### src/rtl/dacwr_pkg.sv
// Package: shared state type and cycle conversion helpers for the serial
// DAC write controller. Assumes all times are given in picoseconds.
package dacwr_pkg;

    typedef enum logic [2:0] {
        ST_IDLE,
        ST_RSEL,
        ST_RLOW,
        ST_LOW,
        ST_HIGH,
        ST_GAP,
        ST_LOAD,
        ST_WAIT
    } state_e;

    // Round a time up to whole clock cycles, never less than one.
    function automatic int ps_to_cyc(input int t_ps, input int clk_ps);
        int c;
        c = (t_ps + clk_ps - 1) / clk_ps;
        return (c < 1) ? 1 : c;
    endfunction

    function automatic int imax(input int a, input int b);
        return (a > b) ? a : b;
    endfunction

endpackage

### src/rtl/dacwr_timer.sv
// Phase timer: loads a terminal count and counts down to zero.
// Assumes the owner loads (duration - 1), so a phase lasts exactly
// 'duration' cycles from the edge that loads it.
module dacwr_timer #(
    parameter int TW = 8
) (
    input  logic          clk_i,
    input  logic          rst_ni,
    input  logic          load_i,
    input  logic [TW-1:0] val_i,
    output logic          done_o
);

    logic [TW-1:0] cnt_q;

    // Load on request, otherwise count down and hold at zero.
    always_ff @(posedge clk_i) begin
        if (!rst_ni) begin
            cnt_q <= '0;
        end else if (load_i) begin
            cnt_q <= val_i;
        end else if (cnt_q != '0) begin
            cnt_q <= cnt_q - 1'b1;
        end
    end

    assign done_o = (cnt_q == '0);

endmodule

### src/rtl/dacwr_frame.sv
// Frame shifter: holds the outgoing word and presents its MSB as serial
// data. Assumes shift_i is raised only on the clock falling-edge step and
// only while bits remain.
module dacwr_frame #(
    parameter int FRAME_W = 16
) (
    input  logic               clk_i,
    input  logic               rst_ni,
    input  logic               load_i,
    input  logic [FRAME_W-1:0] word_i,
    input  logic               shift_i,
    output logic               msb_o,
    output logic               last_o
);

    localparam int CW = $clog2(FRAME_W);

    logic [FRAME_W-1:0] sh_q;
    logic [CW-1:0]      left_q;

    // Capture a new word or move to the next bit.
    always_ff @(posedge clk_i) begin
        if (!rst_ni) begin
            sh_q   <= '0;
            left_q <= '0;
        end else if (load_i) begin
            sh_q   <= word_i;
            left_q <= CW'(FRAME_W - 1);
        end else if (shift_i) begin
            sh_q   <= {sh_q[FRAME_W-2:0], 1'b0};
            left_q <= left_q - 1'b1;
        end
    end

    assign msb_o  = sh_q[FRAME_W-1];
    assign last_o = (left_q == '0);

    // never asked to move past the final bit of a frame.
    p_no_extra_shift_r1: assert property (@(posedge clk_i) disable iff (!rst_ni)
        shift_i |-> (left_q != '0));

endmodule

### src/rtl/dacwr_ctrl.sv
// Serial DAC write controller: takes channel/code commands and reset
// requests on a handshake and sequences chip select, serial clock, data,
// load strobe, reset and reset-select with parameterised minimum intervals.
// Assumes one system clock; all pin outputs are registered.
module dacwr_ctrl
    import dacwr_pkg::*;
#(
    parameter int CLK_PS     = 4000,
    parameter int CHAN_W     = 2,
    parameter int CODE_W     = 12,
    parameter int PAD_W      = 2,
    parameter int T_DS_PS    = 25000,
    parameter int T_DH_PS    = 20000,
    parameter int T_CH_PS    = 30000,
    parameter int T_CL_PS    = 50000,
    parameter int T_CSS_PS   = 55000,
    parameter int T_CSH_PS   = 15000,
    parameter int T_LD1_PS   = 40000,
    parameter int T_LD2_PS   = 15000,
    parameter int T_LDW_PS   = 45000,
    parameter int T_RSS_PS   = 25000,
    parameter int T_RSTW_PS  = 70000,
    parameter int SETTLE_PS  = 10000000
) (
    input  logic              clk_i,
    input  logic              rst_ni,
    input  logic              cmd_valid_i,
    output logic              cmd_ready_o,
    input  logic [CHAN_W-1:0] cmd_chan_i,
    input  logic [CODE_W-1:0] cmd_code_i,
    input  logic              cmd_load_i,
    input  logic              rst_req_i,
    input  logic              rst_sel_i,
    output logic              dac_cs_n_o,
    output logic              dac_sclk_o,
    output logic              dac_sdi_o,
    output logic              dac_ld_n_o,
    output logic              dac_rst_n_o,
    output logic              dac_rstsel_o
);

    localparam int FRAME_W  = CHAN_W + PAD_W + CODE_W;
    localparam int LOW_C    = imax(ps_to_cyc(T_CL_PS, CLK_PS), ps_to_cyc(T_DS_PS, CLK_PS));
    localparam int HIGH_C   = imax(ps_to_cyc(T_CH_PS, CLK_PS), ps_to_cyc(T_DH_PS, CLK_PS));
    localparam int FIRST_C  = imax(ps_to_cyc(T_CSS_PS, CLK_PS), LOW_C);
    localparam int LAST_C   = imax(HIGH_C, imax(ps_to_cyc(T_CSH_PS, CLK_PS),
                                                ps_to_cyc(T_LD2_PS, CLK_PS)));
    localparam int LDW_C    = ps_to_cyc(T_LDW_PS, CLK_PS);
    localparam int SETTLE_C = ps_to_cyc(SETTLE_PS, CLK_PS);
    localparam int LDWAIT_C = imax(ps_to_cyc(T_LD1_PS, CLK_PS), SETTLE_C);
    localparam int RSS_C    = ps_to_cyc(T_RSS_PS, CLK_PS);
    localparam int RSTW_C   = ps_to_cyc(T_RSTW_PS, CLK_PS);
    localparam int MAX_C    = imax(imax(imax(LOW_C, HIGH_C), imax(FIRST_C, LAST_C)),
                                   imax(imax(LDW_C, LDWAIT_C), imax(RSS_C, RSTW_C)));
    localparam int TW       = $clog2(MAX_C + 1);

    localparam logic [TW-1:0] LOW_T    = TW'(LOW_C - 1);
    localparam logic [TW-1:0] HIGH_T   = TW'(HIGH_C - 1);
    localparam logic [TW-1:0] FIRST_T  = TW'(FIRST_C - 1);
    localparam logic [TW-1:0] LAST_T   = TW'(LAST_C - 1);
    localparam logic [TW-1:0] LDW_T    = TW'(LDW_C - 1);
    localparam logic [TW-1:0] LDWAIT_T = TW'(LDWAIT_C - 1);
    localparam logic [TW-1:0] SETTLE_T = TW'(SETTLE_C - 1);
    localparam logic [TW-1:0] RSS_T    = TW'(RSS_C - 1);
    localparam logic [TW-1:0] RSTW_T   = TW'(RSTW_C - 1);

    state_e             state_q;
    logic               cs_n_q, sclk_q, ld_n_q, rst_n_q, rsel_q, ldflag_q;
    logic               tm_load, tm_done;
    logic [TW-1:0]      tm_val;
    logic               fr_load, fr_shift, fr_last, fr_msb;
    logic [FRAME_W-1:0] fr_word;
    logic               take_rst, take_cmd;

    assign take_rst = (state_q == ST_IDLE) && rst_req_i;
    assign take_cmd = (state_q == ST_IDLE) && !rst_req_i && cmd_valid_i;
    assign fr_word  = {cmd_chan_i, {PAD_W{1'b0}}, cmd_code_i};
    assign fr_load  = take_cmd;
    assign fr_shift = (state_q == ST_HIGH) && tm_done && !fr_last;

    dacwr_timer #(.TW(TW)) timer_i (
        .clk_i  (clk_i),
        .rst_ni (rst_ni),
        .load_i (tm_load),
        .val_i  (tm_val),
        .done_o (tm_done)
    );

    dacwr_frame #(.FRAME_W(FRAME_W)) frame_i (
        .clk_i  (clk_i),
        .rst_ni (rst_ni),
        .load_i (fr_load),
        .word_i (fr_word),
        .shift_i(fr_shift),
        .msb_o  (fr_msb),
        .last_o (fr_last)
    );

    // Pick the length of the phase being entered at this edge.
    always_comb begin
        tm_load = 1'b0;
        tm_val  = '0;
        unique case (state_q)
            ST_IDLE: begin
                if (take_rst) begin
                    tm_load = 1'b1;
                    tm_val  = RSS_T;
                end else if (take_cmd) begin
                    tm_load = 1'b1;
                    tm_val  = FIRST_T;
                end
            end
            ST_RSEL: begin
                tm_load = tm_done;
                tm_val  = RSTW_T;
            end
            ST_RLOW: begin
                tm_load = tm_done;
                tm_val  = SETTLE_T;
            end
            ST_LOW: begin
                tm_load = tm_done;
                tm_val  = fr_last ? LAST_T : HIGH_T;
            end
            ST_HIGH: begin
                tm_load = tm_done && !fr_last;
                tm_val  = LOW_T;
            end
            ST_GAP: begin
                tm_load = 1'b1;
                tm_val  = LDW_T;
            end
            ST_LOAD: begin
                tm_load = tm_done;
                tm_val  = LDWAIT_T;
            end
            default: begin
                tm_load = 1'b0;
                tm_val  = '0;
            end
        endcase
    end

    // Sequence state and registered pin levels.
    always_ff @(posedge clk_i) begin
        if (!rst_ni) begin
            state_q  <= ST_IDLE;
            cs_n_q   <= 1'b1;
            sclk_q   <= 1'b0;
            ld_n_q   <= 1'b1;
            rst_n_q  <= 1'b1;
            rsel_q   <= 1'b0;
            ldflag_q <= 1'b0;
        end else begin
            unique case (state_q)
                ST_IDLE: begin
                    if (take_rst) begin
                        rsel_q  <= rst_sel_i;
                        state_q <= ST_RSEL;
                    end else if (take_cmd) begin
                        cs_n_q   <= 1'b0;
                        ldflag_q <= cmd_load_i;
                        state_q  <= ST_LOW;
                    end
                end
                ST_RSEL: if (tm_done) begin
                    rst_n_q <= 1'b0;
                    state_q <= ST_RLOW;
                end
                ST_RLOW: if (tm_done) begin
                    rst_n_q <= 1'b1;
                    state_q <= ST_WAIT;
                end
                ST_LOW: if (tm_done) begin
                    sclk_q  <= 1'b1;
                    state_q <= ST_HIGH;
                end
                ST_HIGH: if (tm_done) begin
                    sclk_q <= 1'b0;
                    if (fr_last) begin
                        cs_n_q  <= 1'b1;
                        state_q <= ldflag_q ? ST_GAP : ST_IDLE;
                    end else begin
                        state_q <= ST_LOW;
                    end
                end
                ST_GAP: begin
                    ld_n_q  <= 1'b0;
                    state_q <= ST_LOAD;
                end
                ST_LOAD: if (tm_done) begin
                    ld_n_q  <= 1'b1;
                    state_q <= ST_WAIT;
                end
                ST_WAIT: if (tm_done) begin
                    state_q <= ST_IDLE;
                end
                default: state_q <= ST_IDLE;
            endcase
        end
    end

    assign cmd_ready_o  = (state_q == ST_IDLE);
    assign dac_cs_n_o   = cs_n_q;
    assign dac_sclk_o   = sclk_q;
    assign dac_sdi_o    = fr_msb;
    assign dac_ld_n_o   = ld_n_q;
    assign dac_rst_n_o  = rst_n_q;
    assign dac_rstsel_o = rsel_q;

    // the serial clock is low whenever chip select is high.
    p_sclk_low_deselected_r5: assert property (@(posedge clk_i) disable iff (!rst_ni)
        dac_cs_n_o |-> !dac_sclk_o);

    // an idle controller shows the idle pin levels.
    p_idle_levels_r2: assert property (@(posedge clk_i) disable iff (!rst_ni)
        cmd_ready_o |-> (dac_cs_n_o && !dac_sclk_o && dac_ld_n_o && dac_rst_n_o));

    // the load strobe is never low during a frame.
    p_load_outside_frame_r6: assert property (@(posedge clk_i) disable iff (!rst_ni)
        !dac_ld_n_o |-> dac_cs_n_o);

    // serial data does not move while the serial clock stays high.
    p_data_held_high_r3: assert property (@(posedge clk_i) disable iff (!rst_ni)
        (dac_sclk_o && $past(dac_sclk_o)) |-> $stable(dac_sdi_o));

    // reset-select is frozen while the converter reset is low.
    p_rstsel_stable_r9: assert property (@(posedge clk_i) disable iff (!rst_ni)
        !dac_rst_n_o |-> $stable(dac_rstsel_o));

endmodule

### config.mk
export PLATFORM = sky130hd
export DESIGN_NAME = dacwr_ctrl
export DESIGN_NICKNAME = d
export VERILOG_FILES = /design/src/rtl/dacwr_pkg.sv /design/src/rtl/dacwr_timer.sv /design/src/rtl/dacwr_frame.sv /design/src/rtl/dacwr_ctrl.sv
export SDC_FILE = /design/constraint.sdc
export NUM_CORES = 1
export LEC_CHECK = 0
export ABC_AREA = 1
export BUFFER_PORTS_ARGS = -buffer_cell sky130_fd_sc_hd__buf_2
export CAP_MARGIN = 10
export CELL_PAD_IN_SITES_DETAIL_PLACEMENT = 1
export CELL_PAD_IN_SITES_GLOBAL_PLACEMENT = 2
export CORE_MARGIN = 1
export CORE_UTILIZATION = 36
export DETAILED_ROUTE_END_ITERATION = 10
export HOLD_SLACK_MARGIN = 0.15
export PLACE_DENSITY_LB_ADDON = 0.1
export SETUP_SLACK_MARGIN = 0.5
export SLEW_MARGIN = 20
export SYNTH_ARGS = -nofsm -noshare
export SYNTH_HDL_FRONTEND = slang
export SYNTH_SLANG_ARGS = --single-unit
### constraint.sdc
create_clock -name clk_i -period 2.8 [get_ports clk_i]
set_input_delay 0.28 -clock clk_i [delete_from_list [all_inputs] [get_ports clk_i]]
set_output_delay 0.28 -clock clk_i [all_outputs]
set_load 0.05 [all_outputs]
==> results_dict.tcl <==
set metrics [dict create \
    cp-start-kind "flip-flop" \
    multi_input_area_um2 1280 \
    final_cell_mix "nand2_1, nor2_1, dfxtp_1" \
    synth_area_leaders "dfxtp_1, nand2_1, nor2_1" \
    place_area_um2 2460 \
    worst_hold_startpoint "rst_sel_i" \
    r2r_cells 11 \
    clkPwrFrac_pct 16.1 \
    gp_congestion 0.773 \
    avgRoutedWirePerCell_um 14.2 \
    yosys.cell_types.count 41 \
    drc 0 \
    cts_max_level 2 \
    cts_tree "done" \
    final_hold_viol_count 0 \
    cp.required_ns 2.95 \
    grt_max_degree 28 \
    hold_path_depth 3 \
    rsz0062_at_grt "no" \
    drv_slew 0 \
    yosysWarnings 0 \
    tns_ns 0 \
    whs_endpoint "dac_rstsel_o$_SDFFE_PN0P_" \
    drive_gt1_share_pct 24.5 \
    fp.dieH_um 82.2 \
    routed_wl_um 5750 \
    final_common_cell "nand2_1" \
    cts_made_buffers 5 \
    avgSynthCellArea_um2 7.54 \
    die_x_um 82.2 \
    endpoint_kind "flip-flop" \
    synth_nets 329 \
    initial_core_util_pct 38.2 \
    design_area_um2 2570 \
    clock-root-buffer "clkbuf_8" \
    grt-ovfl-total 0 \
    synth_area_um2 2310 \
    p_switching_mw 1.42 \
    r2r_start "frame_i.left_q[0]$_SDFFE_PN0P_" \
    pwr_density_cell_nw_per_um2 1140 \
    vias_per_cell 4.91 \
    max_slew.worst_pin.slew_ns 0.912 \
    comb_power_share_pct 54.5 \
    dp_hpwl_um 4200 \
    cap_violations 0 \
    slew_headroom_pct 39.1 \
    max_freq_ghz 0.502 \
    worstPathArrival_ns 2.14 \
    yosysSeqAreaShare_pct 35.5 \
    pwr-share-seq_pct 29.4 \
    min_period_ns 1.99 \
    port_buffers 26 \
    hp-class "primary input to flip-flop" \
    synth.top_cell.area_share_pct 35.5 \
    drtIter0Drc 76 \
    cts_resized 0 \
    postRouteAntennaNets 0 \
    first_global_vias 1928 \
    fin_nets 353 \
    regArea_um2 821 \
    rr_endpoint "timer_i.cnt_q[11]$_SDFFE_PN0P_" \
    final-setup-viol-count 0 \
    insertion_delay_ns 0.30 \
    fillers 782 \
    postCtsSetupBuffers 0 \
    grt_pass1_wl_um 9550 \
    p_int_mw 1.51 \
    p_sw_share_pct 48.5 \
    vias 1992 \
    clkTransAtPathRegs_ns 0.08 \
    yosys_register_bits 41 \
    clock_sinks 41 \
    grt_util_all_layers_pct 18.9 \
    ir_drop_mv 0.450 \
    core_um2 6060 \
    netlist_instances 307 \
    area_growth_pct 10.9 \
    hold_buffers 0 \
    reg2reg_setup_slack_ns 0.81 \
    worst-setup-path-type "flip-flop to flip-flop" \
    synth_top_area_cell "dfxtp_1" \
    p_leak_nw 1.14 \
    crit_fanout 12 \
    first_pass_iters 6 \
    antenna_found_initial 0 \
    finClkSkew_ns 0.0126 \
    outcome "finished, final reports clean" \
    antennaDiodeCount 0 \
    design_power_total_mw 2.94 \
    ios 27 \
    row_count 28 \
    clockBufferDepth 2 \
    fin_crit_sh_pct 71.1 \
    dieArea_um2 6750 \
]
## worst max path at each step
| stage | cells past startpoint | end | startpoint | slack, ns |
|---|---|---|---|---|
| 3_5_place_dp | 11 | timer_i.cnt_q[11]$_SDFFE_PN0P_ | frame_i.left_q[0]$_SDFFE_PN0P_ | 0.84 |
| 2_1_floorplan | 9 | frame_i.sh_q[11]$_SDFFE_PN0P_ | frame_i.left_q[0]$_SDFFE_PN0P_ | 1.27 |
| 3_3_place_gp | 9 | frame_i.sh_q[14]$_SDFFE_PN0P_ | timer_i.cnt_q[0]$_SDFFE_PN0P_ | 0.87 |
| 4_1_cts | 11 | timer_i.cnt_q[11]$_SDFFE_PN0P_ | frame_i.left_q[0]$_SDFFE_PN0P_ | 0.82 |
| 6_report | 11 | timer_i.cnt_q[11]$_SDFFE_PN0P_ | frame_i.left_q[0]$_SDFFE_PN0P_ | 0.81 |
| 5_1_grt | 11 | timer_i.cnt_q[8]$_SDFFE_PN0P_ | frame_i.left_q[0]$_SDFFE_PN0P_ | 0.62 |
## worst max-delay path, cell delays in order, from the launching register on
cell and delay (ns):
dfxtp_1 0.32, inv_1 0.11, ha_1 0.18, inv_1 0.07, nor3_4 0.27, nor2_8 0.06
nand3_4 0.12, nand3_2 0.30, nand2_1 0.24, nand2_1 0.07, nand2_1 0.06, nor2_1 0.04
## kinds of logic (layout without fill, tap and decap cells)
group,count (synthesis),after routing,synth area share (%)
simple gates,165,165,37.3
compound gates,49,49,14.7
buf+inv,44,68,9.14
flops,41,41,35.5
xor+xnor,6,6,2.27
fa+ha+maj,2,2,1.08
## cells in the mapped netlist (all sizes together)
cell      n
a211oi    2
a21oi    14
a31oi     2
buf       6
clkbuf    3
clkinv    1
dfxtp    41
ha        2
inv      34
nand2    73
nand3    33
nand3b    1
nand4     1
nor2     48
nor3      8
nor4      1
o2111ai   1
o211a     2
o211ai    1
o21ai    23
o21bai    2
o31ai     2
xnor2     2
xor2      4
## state kept, by name, indices dropped and copies added, names as in the netlist
register,count
dac_ld_n_o,1
dac_rstsel_o,1
frame_i.sh_q,16
state_q,3
dac_cs_n_o,1
timer_i.cnt_q,12
dac_rst_n_o,1
frame_i.left_q,4
ldflag_q,1
dac_sclk_o,1
## routing by layer
metal	GRT usage [%]	share of wire [%]	wire (um)
met3	3.63	2.0	113
met5	0	0	0
met1	26.9	54	3130
met4	4.74	0.99	57
met2	28.9	43	2450
## power by group through the flow
| stage | sequential (mW) | clock [mW] | combinational [mW] |
|---|---|---|---|
| global route | 0.886 | 0.512 | 1.82 |
| CTS | 0.864 | 0.491 | 1.62 |
| floorplan | 0.908 | 0 | 1.28 |
| finish | 0.862 | 0.473 | 1.60 |
| detailed placement | 0.876 | 0 | 1.61 |
| global placement | 0.872 | 0 | 1.60 |
## metrics by stage
stage / setup WS (ns) / hold WS, ns / instances / util [%]
2_1_floorplan: 1.27 / 0.415 / 307 / -
3_3_place_gp: 0.865 / 0.465 / 399 / 40.6
3_5_place_dp: 0.843 / 0.467 / 399 / 40.6
4_1_cts: 0.824 / 0.212 / 406 / 42.3
5_1_grt: 0.623 / 0.224 / 406 / 42.3
6_report: 0.809 / 0.216 / 406 / 42.3
## area by class of cell
cell class                 count  area share, %
inverter                      35           5.31
clock buffer                   5           2.68
sequential                    41           32.0
multi-input combinational    222           49.9
timing repair buffer          26           5.07
clock inverter                 2           1.37
tap                           75           3.66
Note: power is estimated with default switching activity, not from simulation.
